`config.mk`:
```
export PLATFORM = sky130hd
export DESIGN_NAME = sc_status_ctrl
export DESIGN_NICKNAME = d
export VERILOG_FILES = /design/src/rtl/sc_status_pkg.sv /design/src/rtl/sc_pwrup_capture.sv /design/src/rtl/sc_busy_tracker.sv /design/src/rtl/sc_result_flags.sv /design/src/rtl/sc_status_ctrl.sv
export SDC_FILE = /design/constraint.sdc
export NUM_CORES = 1
export LEC_CHECK = 0
export ABC_CLOCK_PERIOD_IN_PS = 2900
export CAP_MARGIN = 10
export CORE_AREA = 2 2 39 41
export CTS_BUF_LIST = sky130_fd_sc_hd__clkbuf_4 sky130_fd_sc_hd__clkbuf_8
export DETAILED_ROUTE_END_ITERATION = 8
export DIE_AREA = 0 0 41 43
export DONT_BUFFER_PORTS = 1
export PLACE_DENSITY_LB_ADDON = 0.15
export SKIP_CTS_REPAIR_TIMING = 1
export SYNTH_ARGS = -nofsm -noshare
export SYNTH_HDL_FRONTEND = slang
export SYNTH_SLANG_ARGS = --single-unit
```
`constraint.sdc`:
```
create_clock -name clk -period 2.9 [get_ports clk]
set_input_delay 0.145 -clock clk [delete_from_list [all_inputs] [get_ports clk]]
set_output_delay 0.145 -clock clk [all_outputs]
set_load 0.01 [all_outputs]
```
`src/rtl/sc_status_pkg.sv`:
```
package sc_status_pkg;
  localparam int MODE_W = 2;
  localparam logic [MODE_W-1:0] MODE_NORMAL  = 2'b00;
  localparam logic [MODE_W-1:0] MODE_COMMAND = 2'b01;

  typedef struct packed {
    logic              zero;
    logic              powered;
    logic              busy;
    logic [MODE_W-1:0] mode;
    logic              mem_err;
    logic              cfg_set;
    logic              alu_sat;
  } sc_status_t;

  function automatic logic mode_legal(input logic [MODE_W-1:0] m);
    return (m == MODE_NORMAL) || (m == MODE_COMMAND);
  endfunction
endpackage

```
`src/rtl/sc_pwrup_capture.sv`:
```
module sc_pwrup_capture (
  input  logic clk,
  input  logic rst_n,
  input  logic chk_valid,
  input  logic chk_fail,
  output logic powered,
  output logic mem_err
);
  logic locked_q;

  always_ff @(posedge clk or negedge rst_n) begin
    if (!rst_n) begin
      powered  <= 1'b0;
      mem_err  <= 1'b0;
      locked_q <= 1'b0;
    end else begin
      powered <= 1'b1;
      if (chk_valid && !locked_q) begin
        mem_err  <= chk_fail;
        locked_q <= 1'b1;
      end
    end
  end

  AST_MEMERR_LOCKED: assert property (@(posedge clk) disable iff (!rst_n)
    locked_q |=> $stable(mem_err));
  AST_POWERED_STAYS: assert property (@(posedge clk) disable iff (!rst_n)
    powered |=> powered);
endmodule

```
`src/rtl/sc_busy_tracker.sv`:
```
module sc_busy_tracker (
  input  logic clk,
  input  logic rst_n,
  input  logic cmd_valid,
  input  logic cmd_is_meas,
  input  logic cyc_start,
  input  logic cyc_stop,
  input  logic calc_done,
  output logic busy,
  output logic accept,
  output logic meas_active,
  output logic meas_done,
  output logic cyc_on
);
  logic pend_q, pend_meas_q, cyc_q;
  logic cmd_take, cyc_take;

  assign busy        = pend_q | cyc_q;
  assign cyc_on      = cyc_q;
  assign cmd_take    = cmd_valid & ~busy;
  assign cyc_take    = cyc_start & ~busy & ~cmd_valid;
  assign accept      = cmd_take | cyc_take;
  assign meas_active = (pend_q & pend_meas_q) | cyc_q;
  assign meas_done   = calc_done & meas_active;

  always_ff @(posedge clk or negedge rst_n) begin
    if (!rst_n) begin
      pend_q      <= 1'b0;
      pend_meas_q <= 1'b0;
      cyc_q       <= 1'b0;
    end else begin
      if (cmd_take) begin
        pend_q      <= 1'b1;
        pend_meas_q <= cmd_is_meas;
      end else if (calc_done && pend_q) begin
        pend_q      <= 1'b0;
        pend_meas_q <= 1'b0;
      end
      if (cyc_take)              cyc_q <= 1'b1;
      else if (cyc_stop && cyc_q) cyc_q <= 1'b0;
    end
  end

  AST_PEND_HOLDS: assert property (@(posedge clk) disable iff (!rst_n)
    (busy && !cyc_q && !calc_done) |=> busy);
  AST_CYCLIC_BUSY: assert property (@(posedge clk) disable iff (!rst_n)
    (cyc_q && !cyc_stop) |=> (busy && cyc_q));
  AST_ACCEPT_SETS_BUSY: assert property (@(posedge clk) disable iff (!rst_n)
    accept |=> busy);
endmodule

```
`src/rtl/sc_result_flags.sv`:
```
module sc_result_flags #(
  parameter int INT_W = 2
) (
  input  logic             clk,
  input  logic             rst_n,
  input  logic             accept,
  input  logic             meas_active,
  input  logic             meas_done,
  input  logic             alu_sat,
  input  logic [INT_W-1:0] int_setup,
  output logic             sat_bit,
  output logic             eoc
);
  logic sat_seen_q;
  logic eoc_enabled;

  assign eoc_enabled = (int_setup == '0);

  always_ff @(posedge clk or negedge rst_n) begin
    if (!rst_n) begin
      sat_seen_q <= 1'b0;
      sat_bit    <= 1'b0;
      eoc        <= 1'b0;
    end else begin
      if (accept) begin
        sat_seen_q <= 1'b0;
        sat_bit    <= 1'b0;
        eoc        <= 1'b0;
      end else if (meas_done) begin
        sat_bit    <= sat_seen_q | alu_sat;
        sat_seen_q <= 1'b0;
        if (eoc_enabled) eoc <= 1'b1;
      end else if (meas_active && alu_sat) begin
        sat_seen_q <= 1'b1;
      end
    end
  end

  AST_EOC_AFTER_MEAS: assert property (@(posedge clk) disable iff (!rst_n)
    $rose(eoc) |-> $past(meas_done));
  AST_ACCEPT_CLEARS_SAT: assert property (@(posedge clk) disable iff (!rst_n)
    accept |=> (!sat_bit && !eoc));
  AST_SAT_ONLY_AT_DONE: assert property (@(posedge clk) disable iff (!rst_n)
    $rose(sat_bit) |-> $past(meas_done));
endmodule

```
`src/rtl/sc_status_ctrl.sv`:
```
module sc_status_ctrl
  import sc_status_pkg::*;
#(
  parameter int INT_W = 2
) (
  input  logic             clk,
  input  logic             rst_n,
  input  logic             cmd_valid,
  output logic             cmd_ready,
  input  logic             cmd_is_meas,
  input  logic             cyc_start,
  input  logic             cyc_stop,
  input  logic             mode_wr,
  input  logic [1:0]       mode_val,
  input  logic             cfg_wr,
  input  logic             cfg_val,
  input  logic             alu_sat,
  input  logic             calc_done,
  input  logic [INT_W-1:0] int_setup,
  input  logic             mem_chk_valid,
  input  logic             mem_chk_fail,
  output logic [7:0]       status,
  output logic             busy,
  output logic             eoc
);
  logic              powered, mem_err;
  logic              accept, meas_active, meas_done, cyc_on;
  logic              sat_bit;
  logic [MODE_W-1:0] mode_q;
  logic              cfg_q;
  sc_status_t        st;

  sc_pwrup_capture u_pwr (
    .clk(clk), .rst_n(rst_n),
    .chk_valid(mem_chk_valid), .chk_fail(mem_chk_fail),
    .powered(powered), .mem_err(mem_err)
  );

  sc_busy_tracker u_busy (
    .clk(clk), .rst_n(rst_n),
    .cmd_valid(cmd_valid), .cmd_is_meas(cmd_is_meas),
    .cyc_start(cyc_start), .cyc_stop(cyc_stop), .calc_done(calc_done),
    .busy(busy), .accept(accept), .meas_active(meas_active),
    .meas_done(meas_done), .cyc_on(cyc_on)
  );

  sc_result_flags #(.INT_W(INT_W)) u_res (
    .clk(clk), .rst_n(rst_n),
    .accept(accept), .meas_active(meas_active), .meas_done(meas_done),
    .alu_sat(alu_sat), .int_setup(int_setup),
    .sat_bit(sat_bit), .eoc(eoc)
  );

  always_ff @(posedge clk or negedge rst_n) begin
    if (!rst_n) begin
      mode_q <= MODE_NORMAL;
      cfg_q  <= 1'b0;
    end else if (!busy) begin
      if (mode_wr && mode_legal(mode_val)) mode_q <= mode_val;
      if (cfg_wr) cfg_q <= cfg_val;
    end
  end

  always_comb begin
    st         = '0;
    st.zero    = 1'b0;
    st.powered = powered;
    st.busy    = busy;
    st.mode    = mode_q;
    st.mem_err = mem_err;
    st.cfg_set = cfg_q;
    st.alu_sat = sat_bit;
  end

  assign status    = st;
  assign cmd_ready = ~busy;

  AST_MODE_LEGAL: assert property (@(posedge clk) disable iff (!rst_n)
    (mode_q != 2'b10) && (mode_q != 2'b11));
  AST_CFG_FROZEN_BUSY: assert property (@(posedge clk) disable iff (!rst_n)
    busy |=> $stable(cfg_q));
  AST_MODE_FROZEN_BUSY: assert property (@(posedge clk) disable iff (!rst_n)
    busy |=> $stable(mode_q));
  AST_CYC_IMPLIES_BUSY: assert property (@(posedge clk) disable iff (!rst_n)
    cyc_on |-> (status[5] && !cmd_ready));
endmodule

```
-- Yosys cells after proc, flatten, opt, wreduce, memory -nomap -nowiden
Index checks and enable logic that the tools add are counted.
- equal/unequal tests: 1
- multiplexer cells: 13
- bitwise logic cells: 11
- reduce and logical (&&, ||, !) cells: 17
- operator list (operator ; count):
    two-way mux 1 bit ; 13
    nonzero test 2 bit ; 4
    AND reduction 2 bit ; 3
    bitwise AND 1 bit ; 5
    logical AND 1 bit ; 5
    zero test 2 bit ; 2
    OR 1 bit ; 4
    nonzero test 3 bit ; 1
    == test 2 x 1 -> 1 bit (second input constant) ; 1
    inverter 1 bit ; 2
    zero test 1 bit ; 1
    logical OR 1 bit ; 1
- register bits: 12
- input bits: 17
- output and inout bits: 11
- logic and storage cells: 53

-- Depth between registers and ports, before layout
- depth in word-level cells: 7
- mapped depth: 3
- mapped depth without buffers: 3

-- Hierarchy
Synthesis repeated with hierarchy kept, for this count alone.
- cell total of the unflattened synthesis: 51
- area, all modules: 568.0 µm²
- by module, submodules not included (module ; instances ; cells each ; area an instance (µm²) ; sequential area each (µm²)):
    sc_status_ctrl ; 1 ; 16 ; 177.7 ; 75.1
    sc_busy_tracker ; 1 ; 17 ; 158.9 ; 75.1
    sc_result_flags ; 1 ; 11 ; 117.6 ; 75.1
    sc_pwrup_capture ; 1 ; 7 ; 113.9 ; 75.1

-- Least setup slack after synthesis
OpenSTA, ideal clock, no wires.
- path kind: register to register
- start point: register u_busy.cyc_q (netlist: u_busy.cyc_on)
- end point: register mode_q[0]
- setup time: 0.128 ns
- arrival time: 1.057 ns
- data required time: 2.772 ns
- path slack: 1.715 ns
- stages on the path, launching flop included: 3
- buffers on the path: 0
- period minus slack after synthesis: 1.185 ns
- cells stage by stage: dfrtp_1 -> nor4b_2 -> mux2_1
- cells in the longest elaborated chain, start to end: 3
- ends and longest elaborated chain (item ; RTL line ; source):
    from (decl) ; sc_busy_tracker.sv:15 ; logic pend_q, pend_meas_q, cyc_q;
    from (signal assigned) ; sc_busy_tracker.sv:30 ; cyc_q <= 1'b0;
    from (signal assigned) ; sc_busy_tracker.sv:39 ; if (cyc_take) cyc_q <= 1'b1;
    from (signal assigned) ; sc_busy_tracker.sv:40 ; else if (cyc_stop && cyc_q) cyc_q <= 1'b0;
    OR 1 bit ; sc_busy_tracker.sv:18 ; assign busy = pend_q | cyc_q;
    inverter 1 bit (no line) ; n/a ;
    AND reduction 2 bit (no line) ; n/a ;
    to (signal assigned) ; sc_status_ctrl.sv:59 ; if (mode_wr && mode_legal(mode_val)) mode_q <= mode_val;
    to (decl) ; sc_status_ctrl.sv:29 ; logic [MODE_W-1:0] mode_q;
Every way passes these cells.
A chain may end at the register's enable or synchronous reset.

-- Worst setup path after layout
- start point: register u_busy.cyc_q (netlist: u_busy.cyc_on)
- end point: output status[5]
- cells in the longest elaborated chain, start to end: 1
- ends and longest elaborated chain (item ; RTL line ; source):
    OR 1 bit ; sc_busy_tracker.sv:18 ;
    to (decl) ; sc_status_ctrl.sv:22 ; output logic [7:0] status,
Every way passes these cells.

==> flow_metrics.py <==
metrics = {
    "status": {
        "status": "finished clean",
    },
    "timing": {
        "period_share_pct": 46.0,
        "setup_tns_ns": 0,
        "slew_headroom_pct": 64.0,
        "skew_ns": 0.00469,
        "grt_setup_unrepaired": "no",
        "setup_viol": 0,
        "period_needed_ns": 1.33,
        "final_hold_viol_count": 0,
        "tightest_slew_ns": 0.539,
        "fmaxAchievable_mhz": 749,
        "slew_violations": 0,
    },
    "worst_setup_path": {
        "crit_buf_inv": 1,
        "crit_chain": "nor2_2, inv_1",
        "cp_top_family": "flip-flops",
        "critPathSlowestCell": "dfrtp_1",
        "cp.required_ns": 2.76,
        "worstPathArrival_ns": 1.19,
        "worstSetupEndpointType": "output pin",
        "worstSetupPathType": "flop to output pin",
        "cpPeakStageDelay_ns": 0.45,
        "start_kind": "flop",
        "crit_fanout": 5,
    },
    "global_routing": {
        "track_usage_pct": 12.2,
        "grt_pass1_wl_mm": 1.44,
        "grt_pass1_vias": 351,
        "grt-ovfl-total": 0,
        "grt_max_degree": 13,
        "antenna_found_initial": 0,
    },
    "power_and_ir_drop": {
        "p_seq_share_pct": 51.3,
        "netSwitchingFraction_pct": 30.1,
        "clockPowerShare_pct": 27.9,
        "combPwrFrac_pct": 20.7,
        "p_switching_uw": 140,
        "cellLeakagePower_uw": 0.000286,
        "p_int_uw": 324,
        "ir_drop_uv": 413,
        "p_per_area_nw_per_um2": 732,
    },
    "yosys": {
        "syn_nets": 67,
        "syn-cell-area_um2": 562,
        "yosys_warnings": 0,
        "postSynthCellCount": 50,
        "ys_ff_latch": 12,
        "synth_cell_type_count": 25,
        "syn_avg_cell_area_um2": 11.2,
        "seq_area_frac_synth_pct": 53.5,
    },
    "placement": {
        "dp.cells": 60,
        "hpwl_um": 729,
        "io_buffers": 0,
        "gp_congestion": 0.583,
    },
    "detailed_routing": {
        "vias": 354,
        "drt_iter0_drc": 5,
        "ant_nets": 0,
        "firstDrtPassIters": 2,
        "vias_per_cell": 5.06,
        "wl_per_cell_um": 13.3,
        "drc": 0,
        "drt_wl_total_um": 930,
    },
    "floorplan": {
        "core_region_area_um2": 1380,
        "die_w_um": 41,
        "die_h_um": 43,
        "die_area_um2": 1760,
        "row_count": 14,
        "num_io_pins": 28,
        "initial_core_util_pct": 40.6,
    },
    "final_layout": {
        "final_common_cell": "dfrtp_1",
        "fillers": 131,
        "drive_above_1_share_pct": 20.4,
        "final_cells": 70,
        "antenna_cells": 0,
        "layout-area-overhead-vs-synth_pct": 12.7,
        "seq_area_um2": 300,
        "mostFrequentLayoutCells": "12 x dfrtp_1, 6 x dlygate4sd3_1",
        "nets": 72,
        "multi_input_area_um2": 205,
    },
    "clocking": {
        "root_buffer": "clkbuf_4",
        "numCtsBuffers": 3,
        "ctsLongestPathBuffers": 2,
        "clkTransAtPathRegs_ns": 0.08,
        "cts_tree": "yes",
        "cts.sinks": 12,
        "clkLatencyLatePin_ns": 0.26,
        "htreeDepth": 1,
    },
    "run": {
        "drv_cap": 0,
    },
    "min_path": {
        "hp-class": "primary input to flop",
    },
}
## Yosys cell counts
cell      number  area (µm²)
a211oi_2       1        12.5
a21bo_2        1        10.0
a21o_1         1        7.51
a21oi_1        2        10.0
a31oi_1        1        6.26
a32o_1         1        10.0
and2_1         1        6.26
buf_4          6        45.0
conb_1         2        7.51
dfrtp_1       12         300
inv_1          3        11.3
mux2_1         1        11.3
mux2_2         1        11.3
mux2_4         1        15.0
nand2_1        1        3.75
nand2b_1       1        6.26
nand3b_1       1        7.51
nor2_1         3        11.3
nor2_2         1        6.26
nor2b_1        3        18.8
nor3_1         1        5.00
nor4b_2        1        15.0
o21a_1         1        7.51
o21ai_1        2        10.0
or2_2          1        6.26
## per-layer routing
layer  up-vias  track usage [%]  wire length, µm
li1        167                -                -
met1       165             15.3              372
met3         0             6.81              108
met5         -                0                0
met2        22             18.1              449
met4         0             2.00                0
## flip-flops by register name, summed over array words and instances, names as in the netlist
register / cells
u_pwr.locked_q: 1
u_busy.pend_meas_q: 1
mode_q: 2
u_res.sat_bit: 1
cfg_q: 1
u_pwr.mem_err: 1
u_res.sat_seen_q: 1
u_busy.cyc_on: 1
u_res.eoc: 1
u_pwr.powered: 1
u_busy.pend_q: 1
## worst register-to-register path, stage by stage, from the launching register on
cell     delay, ns
dfrtp_1       0.45
nor4b_2       0.34
mux2_1        0.35
## final timing paths
| check | startpoint | depth (start not counted) | end | slack [ns] |
|---|---|---|---|---|
| min | cyc_start | 2 | u_busy.cyc_on$_DFFE_PN0P_ | 0.02 |
| min reg2reg | u_pwr.locked_q$_DFFE_PN0P_ | 1 | u_pwr.locked_q$_DFFE_PN0P_ | 0.47 |
| min in group asynchronous | rst_n | 1 | u_busy.pend_meas_q$_DFFE_PN0P_ | 0.29 |
| max | u_busy.cyc_on$_DFFE_PN0P_ | 2 | status[5] | 1.57 |
| max reg2reg | u_busy.cyc_on$_DFFE_PN0P_ | 2 | mode_q[0]$_DFFE_PN0P_ | 1.64 |
| max in group asynchronous | rst_n | 1 | cfg_q$_DFFE_PN0P_ | 2.25 |
## per-stage QoR
stage | area [µm²] | worst slack [ns] | utilization [%] | hold slack [ns] | power, µW
floorplan | 562 | 1.72 | - | -0.151 | 336
global placement | 537 | 1.66 | 38.8 | -0.150 | 325
detailed placement | 537 | 1.64 | 38.8 | -0.150 | 331
CTS | 573 | 1.54 | 41.4 | -0.444 | 463
global route | 633 | 1.47 | 45.8 | 0.0270 | 502
finish | 633 | 1.57 | 45.8 | 0.0214 | 464
## layout make-up
cell class	instances	share of cell area, %
flip-flops and latches	12	47.4
repair buffers	6	9.49
inverters	3	1.78
clock buffers	4	5.73
well taps	16	3.16
multi-input cells	29	32.4
## cells by family after synthesis
logic type	after synthesis	synth area share (%)
buffers and inverters	9	10.0
multiplexers	3	6.68
flip-flops	12	53.5
other	2	1.34
AO/OA/AOI/OAI	10	13.1
AND/OR/NAND/NOR	14	15.4
## power groups by stage
| stage | Combinational, µW | Clock [µW] | Sequential (µW) |
|---|---|---|---|
| 5_1_grt | 109 | 148 | 244 |
| 2_1_floorplan | 109 | 0 | 227 |
| 6_report | 96.2 | 130 | 238 |
| 4_1_cts | 88.9 | 136 | 238 |
| 3_5_place_dp | 89.1 | 0 | 242 |
| 3_3_place_gp | 85.9 | 0 | 239 |
No activity file was read; power rests on OpenSTA's default activity.
